## src/rtl/tok_rx_pkg.sv

```systemverilog
package tok_rx_pkg;
  localparam int FLIT_W = 16;
  localparam int OFS_W  = 8;
  localparam int ACT_W  = 3;
  localparam int SLOT_W = 5;
  localparam int DST_W  = 2;
  localparam int KIND_W = 3;

  typedef enum logic [KIND_W-1:0] {
    K_DYAD = 3'd0,
    K_MONA = 3'd1,
    K_INLN = 3'd2,
    K_FCTL = 3'd3,
    K_LWR  = 3'd4,
    K_MEM  = 3'd5,
    K_RSVD = 3'd6
  } tok_kind_e;

  typedef struct packed {
    logic [DST_W-1:0]  dst;
    logic              port;
    logic [OFS_W-1:0]  ofs;
    logic [ACT_W-1:0]  act;
    logic              sel;
    logic [SLOT_W-1:0] slot;
    logic              spare_nz;
  } tok_fields_t;
endpackage

```

## src/rtl/tok_rx_classify.sv

```systemverilog
module tok_rx_classify
  import tok_rx_pkg::*;
(
  input  logic [FLIT_W-1:0] hdr_i,
  output tok_kind_e         kind_o,
  output logic              two_flit_o
);
  always_comb begin
    if (hdr_i[15])       kind_o = K_MEM;
    else if (!hdr_i[14]) kind_o = K_DYAD;
    else if (!hdr_i[13]) kind_o = K_MONA;
    else begin
      unique case (hdr_i[10:9])
        2'b00:   kind_o = K_FCTL;
        2'b01:   kind_o = K_LWR;
        2'b10:   kind_o = K_INLN;
        default: kind_o = K_RSVD;
      endcase
    end
  end

  assign two_flit_o = (kind_o != K_INLN) && (kind_o != K_RSVD);
endmodule

```

## src/rtl/tok_rx_fields.sv

```systemverilog
module tok_rx_fields
  import tok_rx_pkg::*;
(
  input  logic [FLIT_W-1:0] hdr_i,
  input  tok_kind_e         kind_i,
  output tok_fields_t       fld_o
);
  always_comb begin
    fld_o     = '0;
    fld_o.dst = (kind_i == K_MEM) ? hdr_i[14:13] : hdr_i[12:11];
    unique case (kind_i)
      K_DYAD: begin
        fld_o.port = hdr_i[13];
        fld_o.ofs  = hdr_i[10:3];
        fld_o.act  = hdr_i[2:0];
      end
      K_MONA: begin
        fld_o.ofs = hdr_i[10:3];
        fld_o.act = hdr_i[2:0];
      end
      K_INLN: begin
        fld_o.ofs      = {1'b0, hdr_i[8:2]};
        fld_o.spare_nz = |hdr_i[1:0];
      end
      K_FCTL: begin
        fld_o.sel      = hdr_i[8];
        fld_o.act      = hdr_i[7:5];
        fld_o.spare_nz = |hdr_i[4:2];
      end
      K_LWR: begin
        fld_o.sel  = hdr_i[8];
        fld_o.slot = hdr_i[7:3];
        fld_o.act  = hdr_i[2:0];
      end
      default: ;
    endcase
  end
endmodule

```

## src/rtl/tok_rx_decoder.sv

```systemverilog
module tok_rx_decoder
  import tok_rx_pkg::*;
(
  input  logic              clk_i,
  input  logic              rst_ni,
  input  logic [FLIT_W-1:0] flit_i,
  input  logic              flit_valid_i,
  input  logic              flit_more_i,
  output logic              flit_ready_o,
  output logic              tok_valid_o,
  output logic [KIND_W-1:0] tok_kind_o,
  output logic [FLIT_W-1:0] tok_hdr_o,
  output logic [DST_W-1:0]  tok_dst_o,
  output logic              tok_port_o,
  output logic [OFS_W-1:0]  tok_ofs_o,
  output logic [ACT_W-1:0]  tok_act_o,
  output logic              tok_sel_o,
  output logic [SLOT_W-1:0] tok_slot_o,
  output logic [FLIT_W-1:0] tok_data_o,
  output logic              tok_spare_nz_o,
  output logic              proto_err_o,
  output logic              rsvd_err_o
);
  logic              ready_q, body_q, body_d;
  logic [FLIT_W-1:0] hdr_q, hdr_src;
  logic              take, done, perr, rsv;
  tok_kind_e         kind;
  logic              two_flit;
  tok_fields_t       fld, fld_q;
  logic [FLIT_W-1:0] data_q, hdr_out_q;
  tok_kind_e         kind_q;
  logic              valid_q, perr_q, rsvd_q;

  // header comes from the wire on the first flit, from the latch on the second
  assign hdr_src = body_q ? hdr_q : flit_i;
  assign take    = flit_valid_i && ready_q;

  tok_rx_classify u_cls (.hdr_i(hdr_src), .kind_o(kind), .two_flit_o(two_flit));
  tok_rx_fields   u_fld (.hdr_i(hdr_src), .kind_i(kind), .fld_o(fld));

  always_comb begin
    done   = 1'b0;
    perr   = 1'b0;
    rsv    = 1'b0;
    body_d = body_q;
    if (take) begin
      if (body_q) begin
        body_d = 1'b0;
        if (flit_more_i) perr = 1'b1;
        else             done = 1'b1;
      end else if (kind == K_RSVD) begin
        rsv  = 1'b1;
        perr = flit_more_i;
      end else if (two_flit) begin
        if (flit_more_i) body_d = 1'b1;
        else             perr   = 1'b1;
      end else begin
        if (flit_more_i) perr = 1'b1;
        else             done = 1'b1;
      end
    end
  end

  always_ff @(posedge clk_i or negedge rst_ni) begin
    if (!rst_ni) begin
      ready_q   <= 1'b0;
      body_q    <= 1'b0;
      hdr_q     <= '0;
      valid_q   <= 1'b0;
      perr_q    <= 1'b0;
      rsvd_q    <= 1'b0;
      kind_q    <= K_DYAD;
      fld_q     <= '0;
      data_q    <= '0;
      hdr_out_q <= '0;
    end else begin
      ready_q <= 1'b1;
      body_q  <= body_d;
      valid_q <= done;
      perr_q  <= perr;
      rsvd_q  <= rsvd_q | rsv;
      if (take && !body_q) hdr_q <= flit_i;
      if (done) begin
        kind_q    <= kind;
        fld_q     <= fld;
        hdr_out_q <= hdr_src;
        data_q    <= body_q ? flit_i : '0;
      end
    end
  end

  assign flit_ready_o   = ready_q;
  assign tok_valid_o    = valid_q;
  assign tok_kind_o     = kind_q;
  assign tok_hdr_o      = hdr_out_q;
  assign tok_dst_o      = fld_q.dst;
  assign tok_port_o     = fld_q.port;
  assign tok_ofs_o      = fld_q.ofs;
  assign tok_act_o      = fld_q.act;
  assign tok_sel_o      = fld_q.sel;
  assign tok_slot_o     = fld_q.slot;
  assign tok_spare_nz_o = fld_q.spare_nz;
  assign tok_data_o     = data_q;
  assign proto_err_o    = perr_q;
  assign rsvd_err_o     = rsvd_q;
endmodule

```

## config.mk

```make
export PLATFORM = sky130hd
export DESIGN_NAME = tok_rx_decoder
export DESIGN_NICKNAME = d
export VERILOG_FILES = /design/src/rtl/tok_rx_pkg.sv /design/src/rtl/tok_rx_classify.sv /design/src/rtl/tok_rx_fields.sv /design/src/rtl/tok_rx_decoder.sv
export SDC_FILE = /design/constraint.sdc
export NUM_CORES = 1
export LEC_CHECK = 0
export BUFFER_PORTS_ARGS = -buffer_cell sky130_fd_sc_hd__buf_2
export CAP_MARGIN = 15
export CORE_MARGIN = 2
export CORE_UTILIZATION = 55
export CTS_CLUSTER_DIAMETER = 40
export DETAILED_ROUTE_END_ITERATION = 10
export PLACE_DENSITY = 0.81
export SYNTH_ARGS = -nofsm -noshare
export SYNTH_HDL_FRONTEND = slang
export SYNTH_HIERARCHICAL = 1
export SYNTH_SLANG_ARGS = --single-unit
```

## constraint.sdc

```tcl
create_clock -name clk_i -period 5.59 [get_ports clk_i]
set_input_delay 0.559 -clock clk_i [delete_from_list [all_inputs] [get_ports clk_i]]
set_output_delay 0.559 -clock clk_i [all_outputs]
set_load 0.02 [all_outputs]
```

### After elaboration in Yosys (flattened, before gate mapping)

Index checks and enable logic that the tools add are counted.

| operators by class | value |
|---|---|
| equal/unequal tests | 10 |
| muxes and demuxes | 29 |
| bitwise operators | 1 |
| reductions and logical operators | 11 |

Operator list:

| operator | number |
|---|---|
| $mux 16 | 2 |
| $mux 1 | 18 |
| $pmux 8 s2 | 1 |
| $eq 3x3->1 const B | 3 |
| $mux 3 | 3 |
| $pmux 3 s3 | 1 |
| $eq 3x2->1 const B | 2 |
| $pmux 3 s2 | 1 |
| $reduce_or 2->1 | 3 |
| $reduce_or 3->1 | 2 |
| $mux 5 | 1 |
| $eq 3x1->1 const B | 1 |
| $logic_and 1x1->1 | 3 |
| $logic_not 3->1 | 1 |
| $ne 3x2->1 const B | 1 |
| $ne 3x3->1 const B | 1 |
| $eq 2x1->1 const B | 1 |
| $eq 2x2->1 const B | 1 |
| $logic_not 2->1 | 1 |
| $mux 2 | 1 |
| $pmux 1 s2 | 1 |
| $logic_not 1->1 | 1 |
| $or 1x1->1 | 1 |

| word-level totals | value |
|---|---|
| register bits after elaboration | 77 |
| input port bits | 20 |
| output and inout port bits | 60 |
| word-level logic and storage cells | 67 |

### Longest topological paths before layout

| depth | value |
|---|---|
| depth in word-level cells | 12 |
| gate-level depth with buffers | 11 |
| mapped depth without buffers | 7 |

### Modules after synthesis

Netlist, hierarchy kept.

By module, submodules not included:

| module | instances | cells an instance | area each (um^2) | sequential area each (um^2) |
|---|---|---|---|---|
| tok_rx_decoder | 1 | 196 | 3179.3 | 1926.8 |
| tok_rx_fields | 1 | 45 | 327.8 | 0.0 |
| tok_rx_classify | 1 | 7 | 50.0 | 0.0 |

### Worst setup path before layout

OpenSTA, ideal clock, no wires.

| path | value |
|---|---|
| kind | reg-to-reg |
| from | register body_q |
| to | register hdr_out_q[10], in the netlist tok_hdr_o[10] |
| library setup time | 125 ps |
| data arrival time | 2532 ps |
| required time | 5465 ps |
| slack | 2933 ps |
| stages on the path, launching flop included | 12 |
| buffers on the path | 4 |
| period minus slack after synthesis | 2657 ps |
| path through | dfrtp_1 -> buf_6 -> clkbuf_1 -> mux2_2 -> nor2b_1 -> nor3_2 -> nand3b_1 -> a31oi_4 -> inv_2 -> buf_6 -> buf_6 -> mux2_4 |

| on the way | value |
|---|---|
| word-level cells in the longest chain between the ends | 12 |
| elaborated cells between the ends (all ways) | 16 |
| classes of those cells | eq/ne (5); mux (9); reduce/logical (2) |

RTL lines:

| element | RTL line | RTL |
|---|---|---|
| start: declaration | tok_rx_decoder.sv:24 | `logic ready_q, body_q, body_d;` |
| start signal: assignment | tok_rx_decoder.sv:78 | `body_q <= body_d;` |
| $mux 16 (*) | tok_rx_decoder.sv:35 | `assign hdr_src = body_q ? hdr_q : flit_i;` |
| named net hdr_src[9] | tok_rx_decoder.sv:25 | `logic [FLIT_W-1:0] hdr_q, hdr_src;` |
| $eq 2x2->1, or another cell as far along | tok_rx_classify.sv:13 | `unique case (hdr_i[10:9])` |
| $pmux 3 s3 (*) | tok_rx_classify.sv:13 |  |
| $mux 3 (*) | tok_rx_classify.sv:11 | `else if (!hdr_i[13]) kind_o = K_MONA;` |
| $mux 3 (*) | tok_rx_classify.sv:10 | `else if (!hdr_i[14]) kind_o = K_DYAD;` |
| $mux 3 (*) | tok_rx_classify.sv:9 | `if (hdr_i[15]) kind_o = K_MEM;` |
| named net kind[1] | tok_rx_decoder.sv:27 | `tok_kind_e kind;` |
| $ne 3x2->1 / $ne 3x3->1 (equally long branches) | tok_rx_classify.sv:22 | `assign two_flit_o = (kind_o != K_INLN) && (kind_o != K_RSVD);` |
| $logic_and 1x1->1 | tok_rx_classify.sv:22 |  |
| $mux 1 | tok_rx_decoder.sv:54 | `end else if (two_flit) begin` |
| $mux 1 (*) | tok_rx_decoder.sv:51 | `end else if (kind == K_RSVD) begin` |
| $mux 1 (*) | tok_rx_decoder.sv:47 | `if (body_q) begin` |
| $mux 1 (*) | tok_rx_decoder.sv:46 | `if (take) begin` |
| end signal: assignment | tok_rx_decoder.sv:86 | `hdr_out_q <= hdr_src;` |
| end: declaration | tok_rx_decoder.sv:30 | `logic [FLIT_W-1:0] data_q, hdr_out_q;` |

Mark *: on every way through the listed nets, which the timed path passes. The rest lies on a longest branch.
A chain may end at the register's enable or synchronous reset.

### Final worst setup path

| path | value |
|---|---|
| from | register body_q |
| to | register fld_q (netlist bit tok_dst_o[1]) |

| on the way | value |
|---|---|
| word-level cells in the longest chain between the ends | 12 |
| elaborated cells between the ends (all ways) | 18 |
| classes of those cells | eq/ne (6); mux (10); reduce/logical (2) |

RTL lines:

| element | RTL line | RTL |
|---|---|---|
| $mux 16 (*) | tok_rx_decoder.sv:35 |  |
| named net hdr_src[10] | tok_rx_decoder.sv:25 |  |
| $eq 2x2->1, or another cell as far along | tok_rx_classify.sv:13 |  |
| $pmux 3 s3 (*) | tok_rx_classify.sv:13 |  |
| $mux 3 (*) | tok_rx_classify.sv:11 |  |
| $mux 3 (*) | tok_rx_classify.sv:10 |  |
| $mux 3 (*) | tok_rx_classify.sv:9 |  |
| named net kind[0] | tok_rx_decoder.sv:27 |  |
| $ne 3x2->1 / $ne 3x3->1 (equally long branches) | tok_rx_classify.sv:22 |  |
| $logic_and 1x1->1 | tok_rx_classify.sv:22 |  |
| $mux 1 | tok_rx_decoder.sv:54 |  |
| $mux 1 | tok_rx_decoder.sv:51 |  |
| $mux 1 | tok_rx_decoder.sv:47 |  |
| $mux 1 | tok_rx_decoder.sv:46 |  |
| end signal: assignment | tok_rx_decoder.sv:85 | `fld_q <= fld;` |
| end: declaration | tok_rx_decoder.sv:29 | `tok_fields_t fld, fld_q;` |

Marked as above.

==> summary.md <==
| Metric | Value |
|---|---|
| Avg Vias per Cell | `5.72` |
| Buffers added on ports | `79` |
| Register-to-Register Path Depth | `7` |
| Cells after synthesis | `248` |
| Setup violators final | `0` |
| Routed len/inst | `18.1 µm` |
| Number of library cell types mapped by synthesis | `37` |
| Uppermost layer routed | `met4` |
| Adder-cell share of the synthesized area | `0.00703` |
| Commonest non-fill, non-tap cell in the layout | `buf_2` |
| GRT Residual Overflow | `0` |
| Mapped Area | `3560 µm²` |
| RSZ-0062 raised after global routing | `no` |
| Setup crit start kind | `register` |
| Clock Sinks | `77` |
| Max Fclk | `264 MHz` |
| Width of the die | `84.4 µm` |
| Crit-path leading delay family | `multiplexers` |
| Relative slew slack | `0.368` |
| Synth warn | `6` |
| Crit. Startpoint | `body_q` |
| Number of hold buffers added after CTS | `0` |
| Critical Path Max Stage Delay | `0.83 ns` |
| Net Count, Synth | `270` |
| Detailed-route via count | `2318` |
| Initial antenna violation count | `0` |
| CP Class | `register to register` |
| Critical Path Stages | `7` |
| Setup TNS | `0 ns` |
| Status | `finished clean` |
| CTS tree | `yes` |
| Worst-path clk slew | `0.07 ns` |
| Die height | `84.4 µm` |
| Crit-path slowest cell | `dfrtp_1` |
| Worst EP required | `5.82 ns` |
| Post-Route WL | `7350 µm` |
| I/O pin cnt | `80` |
| Number of max-cap violations | `0` |
| Fin crit period | `3.79 ns` |
| Post-CTS Setup Repair Bufs | `0` |
| Final WS setup | `1.80 ns` |
| Main combinational cell family by area after synthesis | `multiplexers` |
| Max VDD drop | `308 µV` |
| Clock Skew | `0.00787 ns` |
| RR Endpoint | `tok_dst_o[1]` |
| Mux contribution to synthesized area | `0.254` |
| Met1 Routed Length | `3440 µm` |
| R2r setup slk | `1.80 ns` |
| LEAKAGE | `2.07 nW` |
| Initial core utilization | `0.563` |
| CTS H-tree lvls | `3` |
| WP buf/inv | `1` |
| #FFs+latches synth | `77` |
| Drt first pass iters | `4` |
| Critical path arrival | `4.02 ns` |
| Total GRT Usage | `0.221` |
| Worst path cell trace | `mux2_2 > o21ai_1 > a21o_1 > nand3b_1 > a31oi_4 > inv_2 > mux2_2` |
| Global-route wire length before repair | `12200 µm` |
| DR WL met3 | `348 µm` |
| Min-Delay Path Class | `primary input to asynchronous set/reset pin` |
| Final hold viol count | `0` |
| Area Growth Syn to Fin | `17.3%` |
| Most Frequent Cell on Critical Path | `mux2_2` |
| Core area | `6310 µm²` |
| Slew Viols, Final | `0` |
| Clock root buffer | `clkbuf_8` |
| Register area share after synthesis | `0.542` |
| Post-place setup slack | `1.85 ns` |
| Largest net degree at the start of global routing | `78` |
| Nets | `345` |
| Dpl hpwl | `4990 µm` |
| Worst Max-Slew Pin Slew | `0.948 ns` |
| PD cells | `523 nW/µm²` |
| Vias in the first global route | `2357` |
| Mean Syn Cell Area | `14.3 µm²` |
| Peak fanout along the critical path | `38` |
| Placer Congestion | `0.746` |
| # rows | `29` |
| Commonest cells after routing, fill and taps aside | `buf_2, dfrtp_1, mux2_2, mux2_4, a22o_1` |
| Synth Area in Compound Gates | `0.0791` |
| Residual DRC | `0` |
| Post-route ant nets | `0` |
| Post-Synth Simple-Gate Area | `0.0809` |
| Critical Path End Type | `register` |
| CTS Buf Count | `9` |
| Die area | `7130 µm²` |
| Met2 routed WL | `3440 µm` |
| CTS resizes | `0` |
| XOR/XNOR Fraction of Synth Area | `0` |
| Ant. Diodes | `0` |
| Clock tree buffer depth | `2` |
| Final Cycle Share | `0.678` |
| Crit Reg-Reg Startpoint | `body_q` |
| DR iter-0 viols | `129` |
| Share of post-route cells with drive strength above 1 | `0.530` |
| Clk Latency, worst-skew pair | `0.35 ns` |
state kept, by name, summed over array words and instances, names as in the netlist:
register,flops
tok_valid_o,1
rsvd_err_o,1
proto_err_o,1
tok_sel_o,1
tok_hdr_o,16
tok_slot_o,5
tok_act_o,3
hdr_q,16
tok_dst_o,2
flit_ready_o,1
tok_data_o,16
body_q,1
tok_spare_nz_o,1
tok_port_o,1
tok_kind_o,3
tok_ofs_o,8
cell usage after synthesis, drive strengths merged:
master | instances | area [µm²]
conb | 1 | 3.75
a21boi | 1 | 7.51
nand2 | 1 | 3.75
ha | 2 | 25.0
clkbuf | 2 | 7.51
nand4b | 1 | 8.76
and4b | 1 | 10.0
nand3b | 9 | 67.6
a22o | 19 | 166
and2 | 6 | 37.5
o21ai | 3 | 15.0
nor3b | 2 | 20.0
mux2 | 74 | 905
nor2b | 1 | 6.26
a21oi | 8 | 40.0
dfrtp | 77 | 1930
and3b | 3 | 26.3
a21o | 2 | 15.0
a31oi | 1 | 21.3
nand2b | 7 | 43.8
buf | 14 | 105
inv | 4 | 15.0
nand3 | 2 | 10.0
o21a | 1 | 7.51
nor4b | 3 | 38.8
nor3 | 2 | 15.0
a31o | 1 | 8.76
worst max-delay path by stage:
stage / endpoint / slack (ns)
after floorplan: tok_hdr_o[10] / 2.93
after global placement: tok_port_o / 1.99
after detailed placement: tok_dst_o[0] / 1.85
after CTS: tok_hdr_o[1] / 1.83
after global routing: tok_ofs_o[2] / 1.54
final: tok_dst_o[1] / 1.80
cell type report:
cell class              instances  area, µm²
clock inverters                 4       70.1
clock buffers                  12        155
inverters                       4       15.0
multi-input cells             151       1500
well taps                      77       96.3
flip-flops and latches         77       1930
fillers                       507       2140
repair buffers                 80        405
power breakdown:
| part | total [mW] | internal (mW) | leakage, nW | switching [mW] |
|---|---|---|---|---|
| Combinational | 0.826 | 0.373 | 0.984 | 0.453 |
| Clock | 0.473 | 0.275 | 0.116 | 0.199 |
| Sequential | 0.881 | 0.761 | 0.965 | 0.121 |
| Total | 2.18 | 1.41 | 2.07 | 0.772 |
worst register-to-register path: stages (launching register included):
cell and delay (ns):
dfrtp_1 0.83, mux2_2 0.46, o21ai_1 0.14, a21o_1 0.42
nand3b_1 0.27, a31oi_4 0.28, inv_2 0.82, mux2_2 0.44
routing by layer:
layer	vias up	track usage
met5	-	0
met4	0	0.0808
met3	11	0.0580
met2	66	0.323
met1	1193	0.323
li1	1048	-
per-stage QoR:
stage | area, µm² | std cells | power [mW] | util | hold WS (ns)
after floorplan | 3560 | 248 | 1.44 | - | 0.263
after global placement | 3950 | 389 | 1.70 | 0.625 | 0.445
after detailed placement | 3950 | 389 | 1.72 | 0.625 | 0.441
after CTS | 4170 | 405 | 2.19 | 0.661 | 0.392
after global routing | 4170 | 405 | 2.30 | 0.661 | 0.428
final | 4170 | 405 | 2.18 | 0.661 | 0.358
kinds of logic after synthesis:
kind of cell	count (synthesis)
compound gates	36
simple gates	38
mux	74
buf+inv	20
other cells	1
flops	77
fa+ha+maj	2
No activity file was read; power rests on OpenSTA's default activity.
